<file path="src/rtl/segram_pkg.sv">
package segram_pkg;

  typedef enum logic [1:0] {
    MODE_BLANK  = 2'd0,
    MODE_LIT    = 2'd1,
    MODE_MEMORY = 2'd2
  } disp_mode_e;

  typedef struct packed {
    logic ptr_load;
    logic nib_write;
    logic pair_write;
    logic set_lit;
    logic set_blank;
    logic set_memory;
    logic soft_clear;
  } op_s;

endpackage

</file>
<file path="src/rtl/segram_decode.sv">
module segram_decode
  import segram_pkg::*;
(
  input  logic       valid,
  input  logic [7:0] byte_in,
  input  logic       is_cmd,
  output op_s        op
);

  always_comb begin
    op = '0;
    if (valid) begin
      if (!is_cmd) begin
        op.pair_write = 1'b1;
      end else begin
        case (byte_in[7:5])
          3'b000:  op.ptr_load   = 1'b1;
          3'b001:  op.set_lit    = 1'b1;
          3'b010:  op.set_blank  = 1'b1;
          3'b011:  op.set_memory = 1'b1;
          3'b100:  op.nib_write  = 1'b1;
          3'b110,
          3'b111:  op.soft_clear = !byte_in[4];
          default: op = '0;
        endcase
      end
    end
  end

endmodule

</file>
<file path="src/rtl/segram_addr.sv">
module segram_addr
  import segram_pkg::*;
#(
  parameter int AW       = 5,
  parameter int NUM_ADDR = 18
) (
  input  logic          clk,
  input  logic          rst,
  input  op_s           op,
  input  logic [AW-1:0] load_val,
  output logic [AW-1:0] ptr,
  output logic [AW-1:0] ptr_next
);

  localparam logic [AW-1:0] LAST = AW'(NUM_ADDR - 1);

  function automatic logic [AW-1:0] step(input logic [AW-1:0] a);
    return (a == LAST) ? '0 : a + 1'b1;
  endfunction

  assign ptr_next = step(ptr);

  always_ff @(posedge clk) begin
    if (rst || op.soft_clear) begin
      ptr <= '0;
    end else if (op.ptr_load) begin
      ptr <= load_val;
    end else if (op.nib_write) begin
      ptr <= ptr_next;
    end else if (op.pair_write) begin
      ptr <= step(ptr_next);
    end
  end

  AST_LOAD_PTR: assert property (@(posedge clk) disable iff (rst)
    op.ptr_load && !op.soft_clear |=> ptr == $past(load_val));

  AST_WRAP_ONE: assert property (@(posedge clk) disable iff (rst)
    op.nib_write && ptr == LAST |=> ptr == '0);

  AST_WRAP_TWO: assert property (@(posedge clk) disable iff (rst)
    op.pair_write && ptr == LAST |=> ptr == AW'(1));

endmodule

</file>
<file path="src/rtl/segram_store.sv">
module segram_store #(
  parameter int NUM_ADDR = 18,
  parameter int AW       = 5,
  parameter int NW       = 4
) (
  input  logic                   clk,
  input  logic                   rst,
  input  logic                   we_a,
  input  logic [AW-1:0]          addr_a,
  input  logic [NW-1:0]          din_a,
  input  logic                   we_b,
  input  logic [AW-1:0]          addr_b,
  input  logic [NW-1:0]          din_b,
  output logic [NUM_ADDR*NW-1:0] flat
);

  localparam logic [AW-1:0] LIMIT = AW'(NUM_ADDR);

  logic hit_a_ok, hit_b_ok;
  assign hit_a_ok = we_a && (addr_a < LIMIT);
  assign hit_b_ok = we_b && (addr_b < LIMIT);

  for (genvar k = 0; k < NUM_ADDR; k++) begin : g_entry
    always_ff @(posedge clk) begin
      if (rst) begin
        flat[k*NW +: NW] <= '0;
      end else if (hit_a_ok && addr_a == AW'(k)) begin
        flat[k*NW +: NW] <= din_a;
      end else if (hit_b_ok && addr_b == AW'(k)) begin
        flat[k*NW +: NW] <= din_b;
      end
    end
  end

  AST_NO_WRITE_HOLD: assert property (@(posedge clk) disable iff (rst)
    !hit_a_ok && !hit_b_ok |=> $stable(flat));

  AST_PORTS_DISJOINT: assert property (@(posedge clk) disable iff (rst)
    hit_a_ok && hit_b_ok |-> addr_a != addr_b);

endmodule

</file>
<file path="src/rtl/segram_ctrl.sv">
module segram_ctrl
  import segram_pkg::*;
#(
  parameter int NUM_ADDR = 18,
  parameter int AW       = 5,
  parameter int NW       = 4
) (
  input  logic                   clk,
  input  logic                   rst,
  input  logic                   in_valid,
  input  logic [7:0]             in_byte,
  input  logic                   in_is_cmd,
  output logic [NUM_ADDR*NW-1:0] ram_flat,
  output logic [AW-1:0]          cur_addr,
  output logic [1:0]             disp_mode
);

  op_s           op;
  logic [AW-1:0] ptr_next;
  logic [NW-1:0] first_nib;
  disp_mode_e    mode_q;

  segram_decode u_decode (
    .valid   (in_valid),
    .byte_in (in_byte),
    .is_cmd  (in_is_cmd),
    .op      (op)
  );

  segram_addr #(.AW(AW), .NUM_ADDR(NUM_ADDR)) u_addr (
    .clk      (clk),
    .rst      (rst),
    .op       (op),
    .load_val (in_byte[AW-1:0]),
    .ptr      (cur_addr),
    .ptr_next (ptr_next)
  );

  assign first_nib = op.pair_write ? in_byte[7:4] : in_byte[NW-1:0];

  segram_store #(.NUM_ADDR(NUM_ADDR), .AW(AW), .NW(NW)) u_store (
    .clk    (clk),
    .rst    (rst),
    .we_a   (op.pair_write | op.nib_write),
    .addr_a (cur_addr),
    .din_a  (first_nib),
    .we_b   (op.pair_write),
    .addr_b (ptr_next),
    .din_b  (in_byte[NW-1:0]),
    .flat   (ram_flat)
  );

  always_ff @(posedge clk) begin
    if (rst || op.soft_clear || op.set_blank) begin
      mode_q <= MODE_BLANK;
    end else if (op.set_lit) begin
      mode_q <= MODE_LIT;
    end else if (op.set_memory) begin
      mode_q <= MODE_MEMORY;
    end
  end

  assign disp_mode = mode_q;

  AST_SOFT_CLEAR: assert property (@(posedge clk) disable iff (rst)
    in_valid && in_is_cmd && in_byte[7:6] == 2'b11 && !in_byte[4]
    |=> disp_mode == 2'd0 && cur_addr == '0 && $stable(ram_flat));

  AST_IDLE_HOLD: assert property (@(posedge clk) disable iff (rst)
    !in_valid |=> $stable(cur_addr) && $stable(disp_mode) && $stable(ram_flat));

  AST_LIT_KEEPS_RAM: assert property (@(posedge clk) disable iff (rst)
    in_valid && in_is_cmd && in_byte[7:5] == 3'b001
    |=> disp_mode == 2'd1 && $stable(ram_flat));

  AST_UNLISTED: assert property (@(posedge clk) disable iff (rst)
    in_valid && in_is_cmd && (in_byte[7:5] == 3'b101 || (in_byte[7:6] == 2'b11 && in_byte[4]))
    |=> $stable(cur_addr) && $stable(disp_mode) && $stable(ram_flat));

  AST_MODE_LEGAL: assert property (@(posedge clk) disable iff (rst)
    disp_mode != 2'd3);

endmodule

</file>
<file path="config.mk">
export PLATFORM = sky130hd
export DESIGN_NAME = segram_ctrl
export DESIGN_NICKNAME = d
export VERILOG_FILES = /design/src/rtl/segram_pkg.sv /design/src/rtl/segram_decode.sv /design/src/rtl/segram_addr.sv /design/src/rtl/segram_store.sv /design/src/rtl/segram_ctrl.sv
export SDC_FILE = /design/constraint.sdc
export NUM_CORES = 1
export LEC_CHECK = 0
export BUFFER_PORTS_ARGS = -buffer_cell sky130_fd_sc_hd__buf_2
export CAP_MARGIN = 10
export CORE_MARGIN = 2
export CORE_UTILIZATION = 55
export DETAILED_ROUTE_END_ITERATION = 7
export PLACE_DENSITY = 0.83
export SYNTH_ARGS = -nofsm -noshare
export SYNTH_HDL_FRONTEND = slang
export SYNTH_SLANG_ARGS = --single-unit
</file>
<file path="constraint.sdc">
create_clock -name clk -period 3.24 [get_ports clk]
set_input_delay 0.486 -clock clk [delete_from_list [all_inputs] [get_ports clk]]
set_output_delay 0.486 -clock clk [all_outputs]
set_load 0.01 [all_outputs]
</file>
-- Word-level counts from Yosys, hierarchy flattened
Index checks and enable logic that the tools add are counted.
- input port bits: 12
- register bits: 79
- output and inout bits: 79
- logic and storage cells: 186
- bitwise logic cells: 1
- add/sub/neg operators: 2
- reductions and logical operators: 66
- equality and inequality tests: 40
- order comparisons: 2
- multiplexer cells: 54
- operator list (kind ; number):
    4-bit two-way mux ; 38
    5-bit by 4-bit == test with 1-bit output (second input constant) ; 16
    5-bit by 3-bit == test with 1-bit output (second input constant) ; 8
    1-bit logical AND ; 38
    2-bit nonzero test ; 19
    5-bit two-way mux ; 5
    5-bit by 2-bit == test with 1-bit output (second input constant) ; 4
    5-bit == test (second input constant) ; 4
    5-bit by 1-bit adder with 5-bit output (second input constant) ; 2
    5-bit by 1-bit == test with 1-bit output (second input constant) ; 2
    5-bit logical NOT ; 2
    5-bit < comparator (second input constant) ; 2
    3-bit == test (second input constant) ; 3
    1-bit two-way mux ; 9
    7-bit two-way mux ; 1
    3-bit by 2-bit == test with 1-bit output (second input constant) ; 2
    2-bit OR reduction ; 2
    3-bit by 1-bit == test with 1-bit output (second input constant) ; 1
    3-bit logical NOT ; 1
    3-bit nonzero test ; 1
    1-bit logical OR ; 2
    2-bit two-way mux ; 1
    1-bit logical NOT ; 1
    1-bit OR ; 1

-- Depth between registers and ports, before layout
Gate-level depths: netlist of the first run.
- depth after elaboration: 9
- depth in mapped cells: 13
- gate-level depth less buffers: 12

-- Cells and area by module
From an unflattened synthesis of the first run, not the netlist that was laid out.
- cells, all modules: 577
- area, all modules: 4663.2 µm²
- by module, submodules not included (module ; cells each ; area an instance (µm²) ; seq. area each (µm²) ; instances):
    segram_store ; 483 ; 3915.0 ; 1441.4 ; 1
    segram_addr ; 70 ; 530.5 ; 100.1 ; 1
    segram_ctrl ; 13 ; 131.4 ; 40.0 ; 1
    segram_decode ; 11 ; 86.3 ; 0.0 ; 1

-- Worst setup path after synthesis of the first run
No wires, ideal clock.
- path type: flip-flop to flip-flop
- start: reg u_addr.ptr[1]
- end: reg u_store.flat[63]
- setup time: 0.147 ns
- stages on the path, launching flop included: 14
- setup slack: 0.472 ns
- clock period less this slack: 2.768 ns
- arrival time: 2.621 ns
- required time: 3.093 ns
- path buffers: 1
- cell sequence: dfxtp_1 inv_1 ha_1 and4bb_2 buf_2 nand2b_1 inv_1 ha_1 and3_1 ha_1 nand2_1 o41ai_4 mux2i_1 a211oi_1
- longest elaborated chain between the ends: 6
- elaborated cells on any way between the ends: 13
- classes of those cells: add/sub (1); order compare (2); eq/ne (3); mux (2); reduce/logical (5)
- ends and longest elaborated chain (element ; RTL line ; text):
    start: declaration ; segram_addr.sv:11 ; output logic [AW-1:0] ptr,
    start signal: assignment ; segram_addr.sv:27 ; ptr <= load_val;
    start signal: assignment ; segram_addr.sv:29 ; ptr <= ptr_next;
    start signal: assignment ; segram_addr.sv:31 ; ptr <= step(ptr_next);
    5-bit by 1-bit adder with 5-bit output / 5-bit == test (equally long branches) ; segram_addr.sv:18 ; return (a == LAST) ? '0 : a + 1'b1;
    5-bit two-way mux ; segram_addr.sv:18 ;
    5-bit < comparator ; segram_store.sv:21 ; assign hit_b_ok = we_b && (addr_b < LIMIT);
    1-bit logical AND ; segram_store.sv:21 ;
    1-bit logical AND ; segram_store.sv:29 ; end else if (hit_b_ok && addr_b == AW'(k)) begin
    2-bit nonzero test (no line) ; -- ;
    end signal: indexed assignment ; segram_store.sv:28 ; flat[k*NW +: NW] <= din_a;
    end signal: indexed assignment ; segram_store.sv:30 ; flat[k*NW +: NW] <= din_b;
    end: declaration ; segram_store.sv:14 ; output logic [NUM_ADDR*NW-1:0] flat
Parallel ways exist; a longest one is shown, timed or not.
A chain may end at the register's enable or synchronous reset.

-- Worst setup path after layout of the first run
- start: reg u_addr.ptr[0]
- end: reg u_store.flat[60]
The elaborated chain is that of the path after synthesis.

==> results of run 1 <==
## metrics by stage
step / instances / utilization
detailed placement: 642 / 0.6505
global route: 660 / 0.6795
finish: 660 / 0.6795
global placement: 642 / 0.6505
CTS: 658 / 0.6772
floorplan: 471 / -
## cell usage in the layout, fill, tap and decap left out, drive strengths merged, types with 2 or more instances in the layout
| cell | count |
|---|---|
| and3 | 5 |
| clkbuf | 10 |
| nor2 | 76 |
| a211oi | 70 |
| inv | 7 |
| mux2i | 68 |
| nand2 | 18 |
| o31ai | 2 |
| nor4b | 2 |
| nor2b | 7 |
| clkinv | 3 |
| o211ai | 6 |
| ha | 10 |
| nor3b | 5 |
| nor3 | 24 |
| nand2b | 3 |
| o21ai | 3 |
| nor4 | 6 |
| xor2 | 2 |
| or2 | 2 |
| buf | 105 |
| a21oi | 10 |
| nand3 | 15 |
| dfxtp | 79 |
| nand4 | 7 |
| xnor2 | 3 |
## power groups by stage
stage	sequential [mW]	combinational (mW)	clock, mW
3_3_place_gp	1.03	0.266	0
2_1_floorplan	1.04	0.161	0
4_1_cts	1.01	0.270	0.750
6_report	1.01	0.276	0.741
5_1_grt	1.01	0.295	0.794
3_5_place_dp	1.03	0.268	0
## cell type report
type	instances	share of cell area
multi-input cells	355	0.5004
clock buffers	10	0.02562
repair buffers	105	0.1130
flip-flops and latches	79	0.3178
clock inverters	6	0.01382
well taps	99	0.02487
inverters	6	0.004521
## path summary, 6_finish.rpt
| check | cells after the start | slack (ps) | from | end |
|---|---|---|---|---|
| worst max-delay path | 12 | 200 | u_addr.ptr[0] | u_store.flat[60] |
| worst min-delay path | 2 | 420 | in_byte[6] | disp_mode[0] |
| worst max register to register | 12 | 200 | u_addr.ptr[0] | u_store.flat[60] |
| worst min register to register | 2 | 480 | disp_mode[1] | disp_mode[1] |
## worst reg2reg max path, delay by kind of cell (launching register included)
kind,cells,cell delay [ps]
and+or+nand+nor,3,800
adders and majority gates,3,760
DFF,1,510
AOI/OAI and AO/OA,3,540
buffers and inverters,2,250
muxes,1,120
## flip-flops by register name, indices dropped and copies added (netlist names)
register,cells
u_store.flat,72
u_addr.ptr,5
disp_mode,2
## kinds of logic after synthesis
kind of cell | Yosys count | synth area share
compound gates | 99 | 0.1753
xor+xnor | 5 | 0.01216
fa+ha+maj | 10 | 0.02966
buf+inv | 37 | 0.03440
flops | 79 | 0.3749
mux | 68 | 0.1613
simple gates | 173 | 0.2123
## layer usage
layer  wire length, um  global-route usage
met5                 0                   0
met4               321              0.1136
met3               833             0.04979
met2              5412              0.4418
met1              5515              0.4028
## cells in the mapped netlist, types with 5 or more instances
cell type	n
dfxtp_1	79
nor2_1	76
a211oi_1	70
mux2i_1	68
clkbuf_1	24
nand2_1	18
nand3_1	15
nor3_2	15
a21oi_1	10
ha_1	10
nor3_1	9
nand4_1	7
nor2b_1	7
inv_1	6
nor4_1	6
o211ai_1	6
and3_1	5
buf_2	5
nor3b_1	5
## timing repair
action	CTS	global route
gates resized for setup	0	1
setup endpoints to repair	0	3
hold endpoints to repair	0	0
buffers inserted	0	2
==> metrics.txt, run 1 <==
Net Sw Frac 0.2891; top cell type's share of synthesized area 0.3749; Fin. Hold Viols 0; Hold WS 421.8 ps; Critical Path AT 3310 ps; NetSw 0.5850 mW; CP Data Required Time 3510 ps; post-route cell area 0.004981 mm2; Yosys cell types 39; crit-path max cell delay 510 ps; Remaining DRCs 0; vias per cell 6.100; LEAKAGE 2.020 nW; fmax 0.3293 GHz; critical path capture point type flip-flop; RSZ-0062 raised after global routing false; first-pass GRT wire length 19260 um; GR Overflow Total 0; Hold Path Class in -> reg; Max-Cap Viols 0; # hold bufs at CTS 0; IO Pins 91; Flop pwr share 0.497; Antenna Nets Post-Route 0; clk root buf clkbuf_8; final setup violation count 0; critical-path cell list ha_1 -> and4bb_2 -> nand2b_1 -> inv_1 -> ha_1 -> and3_1 -> ha_1 -> o211ai_1 -> o41ai_4 -> buf_4 -> mux2i_1 -> a211oi_1; routability cong. 0.9355; Core Region 0.007331 mm2; worst slack, placed 273.7 ps; register area 0.001583 mm2; total number of vias 4026; Multi-input gate area 0.002492 mm2; worst slew pin tran 891.7 ps; vias in the first global route 3685; Final WS setup 203.3 ps; CTS tree done; clock power share 0.366; Layout area overhead 18.06%; Die ar. 0.008388 mm2; pin count of the biggest net entering global routing 57; layout cells sized above 1 0.2549; initial antenna violation count 0; power density cells 406.2 mW/mm2; fin crit share 0.9373; dpl hpwl 8149 um; critical path fanouts, max 13; FILL cells 607; total global-route track usage 0.2884; initial DRC count 265; die width 91.59 um; placed cell area 0.004768 mm2; kind of cell adding the most delay to the critical path simple AND/OR/NAND/NOR gates; fin crit period 3037 ps; final WL 12080 um; Crit Path Class reg -> reg; Syn Inst Count 471; CTS buffer count 9; ys flop type dfxtp_1; WL/cell 18.31 um; Initial Util 0.5755; mapped cell area 0.004219 mm2; status finished, final reports clean; DIE HEIGHT 91.59 um; CTS clock-pin slew for the worst setup and hold paths 80 ps; CP max stage cell dfxtp_1; worst rel slew slack 0.4005; drt first pass iters 5; nets 578; cell taking the most area after synthesis dfxtp_1; Worst Setup Start Kind flip-flop; Area contributors post-synth dfxtp_1, mux2i_1, a211oi_1; Synth Register Bits 79; VDD IR-drop max 0.0002542 V; Clock Path Buffers 2; Syn. warnings 0; Comb pwr share 0.136; Inserted Diodes 0; clk sinks 79; Slew Limit Fails 0; number of synthesized flops with an enable pin 0; P_int 1.439 mW; Worst Skew 14.34 ps; Clk Latency, worst-skew pair 360 ps; critical path's most frequent cell ha_1; Pwr Total 2.024 mW; Synthesized Nets 493; num rows 31; async set-or-reset flop fraction in the synthesized netlist 0; final setup TNS 0 ps; post-synthesis sequential area ratio 0.3749; I/O Buffers 90; CP bufs+invs 2; Mapped Avg Cell Area 8.958 um2; H-tree Lvls 3
Note: power is estimated with default switching activity, not from simulation.
==> run 2: changes to the inputs <==
==> constraint.sdc (replaced) <==
create_clock -name clk -period 3.24 [get_ports clk]
set_input_delay 0.162 -clock clk [delete_from_list [all_inputs] [get_ports clk]]
set_output_delay 0.162 -clock clk [all_outputs]
set_load 0.01 [all_outputs]
==> run 2 against run 1 <==
Clock power grew 18%. Sequential share of layout area barely moved. Count of clock-buffer cells in the layout is 1 higher. Combinational power decreased by 1%. Clock skew fell by 7.8 ps. Largest power group unchanged. Register-to-register slack is essentially flat. Sequential power hardly changed. Critical endpoint is now u_store.flat[62]. Final area hardly changed. Die area stayed put. Via count up 1.6%. Cell count decreased by 0.76%. First-iteration DRC count up 11%.
==> metrics.txt, run 2 (same netlist as run 1, synthesis figures left out) <==
fin crit period 3026 ps (was 3037 ps); Flop pwr share 0.468 (was 0.497); fin crit share 0.9339 (was 0.9373); first-pass GRT wire length 20100 um (was 19260 um); Hold Path Class in -> reg (unchanged); Slew Limit Fails 0 (unchanged); nets 573 (was 578); fmax 0.3305 GHz (was 0.3293 GHz); Core Region 0.007331 mm2 (unchanged); Fin. Hold Viols 0 (unchanged); worst slew pin tran 948.6 ps (was 891.7 ps); I/O Buffers 90 (unchanged); CTS buffer count 9 (unchanged); final WL 12470 um (was 12080 um); clock power share 0.406 (was 0.366); IO Pins 91 (unchanged); most common cell after layout, fill and taps aside buf_2 (unchanged); Comb pwr share 0.126 (was 0.136); Worst Setup Start Kind flip-flop (unchanged); pin count of the biggest net entering global routing 57 (unchanged); P_int 1.557 mW (was 1.439 mW); Crit Path Class reg -> reg (unchanged); VDD IR-drop max 0.0002466 V (was 0.0002542 V); Largest register FFs 72 (unchanged); WL/cell 19.04 um (was 18.31 um); layout cells sized above 1 0.2500 (was 0.2549); total number of vias 4092 (was 4026); Layout area overhead 18.15% (was 18.06%); Setup Fix Bufs, Post-CTS 0 (unchanged); clk sinks 79 (unchanged); RSZ-0062 raised after global routing false (unchanged); status finished, final reports clean (unchanged); initial DRC count 294 (was 265); Initial Util 0.5755 (unchanged); Inserted Diodes 0 (unchanged); drt first pass iters 5 (unchanged); Remaining DRCs 0 (unchanged); CP max stage cell o41ai_4 (was dfxtp_1); NetSw 0.5936 mW (was 0.5850 mW); Pwr Total 2.151 mW (was 2.024 mW); vias in the first global route 3882 (was 3685); dpl hpwl 8125 um (was 8149 um); clk root buf clkbuf_8 (unchanged); initial antenna violation count 0 (unchanged); num rows 31 (unchanged); LEAKAGE 2.018 nW (was 2.020 nW); critical path fanouts, max 13 (unchanged); critical path's most frequent cell ha_1 (unchanged); worst rel slew slack 0.3622 (was 0.4005); critical path capture point type flip-flop (unchanged); routability cong. 0.9414 (was 0.9355); Clk Latency, worst-skew pair 360 ps (about the same); Clock Path Buffers 2 (unchanged); critical-path cell list inv_1 -> ha_1 -> and4bb_2 -> nand2b_1 -> inv_1 -> ha_1 -> and3_1 -> ha_1 -> nand2_1 -> o41ai_4 -> mux2i_1 -> a211oi_1 (was ha_1 -> and4bb_2 -> nand2b_1 -> inv_1 -> ha_1 -> and3_1 -> ha_1 -> o211ai_1 -> o41ai_4 -> buf_4 -> mux2i_1 -> a211oi_1); total global-route track usage 0.2993 (was 0.2884); CTS clock-pin slew for the worst setup and hold paths 90 ps (was 80 ps); Die ar. 0.008388 mm2 (unchanged); Worst Skew 6.518 ps (was 14.34 ps); final setup TNS 0 ps (unchanged); GR Overflow Total 0 (unchanged); final setup violation count 0 (unchanged); Biggest register u_store.flat (unchanged); Antenna Nets Post-Route 0 (unchanged); Net Sw Frac 0.2760 (was 0.2891); FILL cells 588 (was 607); CP bufs+invs 2 (unchanged); die width 91.59 um (unchanged); vias per cell 6.247 (was 6.100); CTS tree done (unchanged); crit-path max cell delay 480 ps (was 510 ps); power density cells 431.5 mW/mm2 (was 406.2 mW/mm2); kind of cell adding the most delay to the critical path simple AND/OR/NAND/NOR gates (unchanged); commonest non-fill, non-tap cells in the layout buf_2, dfxtp_1, nor2_1 (unchanged); DIE HEIGHT 91.59 um (unchanged); Critical Path AT 3300 ps (was 3310 ps); H-tree Lvls 3 (unchanged); Hold WS 85.34 ps (was 421.8 ps); CP Data Required Time 3510 ps (about the same); Max-Cap Viols 0 (unchanged)
[run 2: path summary, 6_finish.rpt]
path	slack, ps	startpoint	cells past startpoint	endpoint
setup / recovery	210	u_addr.ptr[1]	12	u_store.flat[62]
setup reg to reg	210	u_addr.ptr[1]	12	u_store.flat[62]
hold / removal	90	in_byte[6]	2	disp_mode[0]
hold reg to reg	480	disp_mode[1]	2	disp_mode[1]
[run 2: what timing repair did]
action | in CTS | in global routing
hold buffers | 0 | 0
endpoints found under the setup margin | 0 | 1
gates resized for setup | 0 | 1
[run 2: metal layers]
metal  routed length, um  part of all wire  up-vias  track usage
met2                5773              0.46      202       0.4712
li1                    -                 -     1907            -
met3                 818             0.066       27      0.04564
met5                   0                 0        -            0
met1                5520              0.44     1956       0.4046
met4                 362             0.029        0       0.1338
[run 2: power groups by stage]
| stage | combinational (mW) | clock, mW | sequential [mW] |
|---|---|---|---|
| 2_1_floorplan | 0.161 | 0 | 1.04 |
| 3_3_place_gp | 0.261 | 0 | 1.03 |
| 3_5_place_dp | 0.264 | 0 | 1.03 |
| 4_1_cts | 0.267 | 0.872 | 1.01 |
| 5_1_grt | 0.291 | 0.912 | 1.01 |
| 6_report | 0.272 | 0.873 | 1.01 |
[run 2: stage by stage]
| step | instance area [um2] | utilization | setup slack (ps) | std cells |
|---|---|---|---|---|
| floorplan | 4219 | - | 472.0 | 471 |
| global placement | 4746 | 0.6474 | 436.8 | 639 |
| detailed placement | 4746 | 0.6474 | 292.2 | 639 |
| CTS | 4984 | 0.6798 | 264.5 | 655 |
| global route | 4985 | 0.6800 | 2.655 | 655 |
| finish | 4985 | 0.6800 | 214.2 | 655 |
[run 2: area by class of cell]
type	count	area, um2	area share
well taps	99	123.9	0.02485
clock buffers	11	151.4	0.03037
repair buffers	100	525.5	0.1054
flip-flops and latches	79	1583	0.3175
inverters	6	22.52	0.004518
clock inverters	5	86.33	0.01732
multi-input cells	355	2492	0.5000
[run 2: worst register-to-register path: cells and delay by family (launching register included)]
family                     cells  cell delay [ps]
adders and majority gates      3              630
muxes                          1              140
AOI/OAI and AO/OA              2              750
buffers and inverters          2              190
and+or+nand+nor                4              850
DFF                            1              400
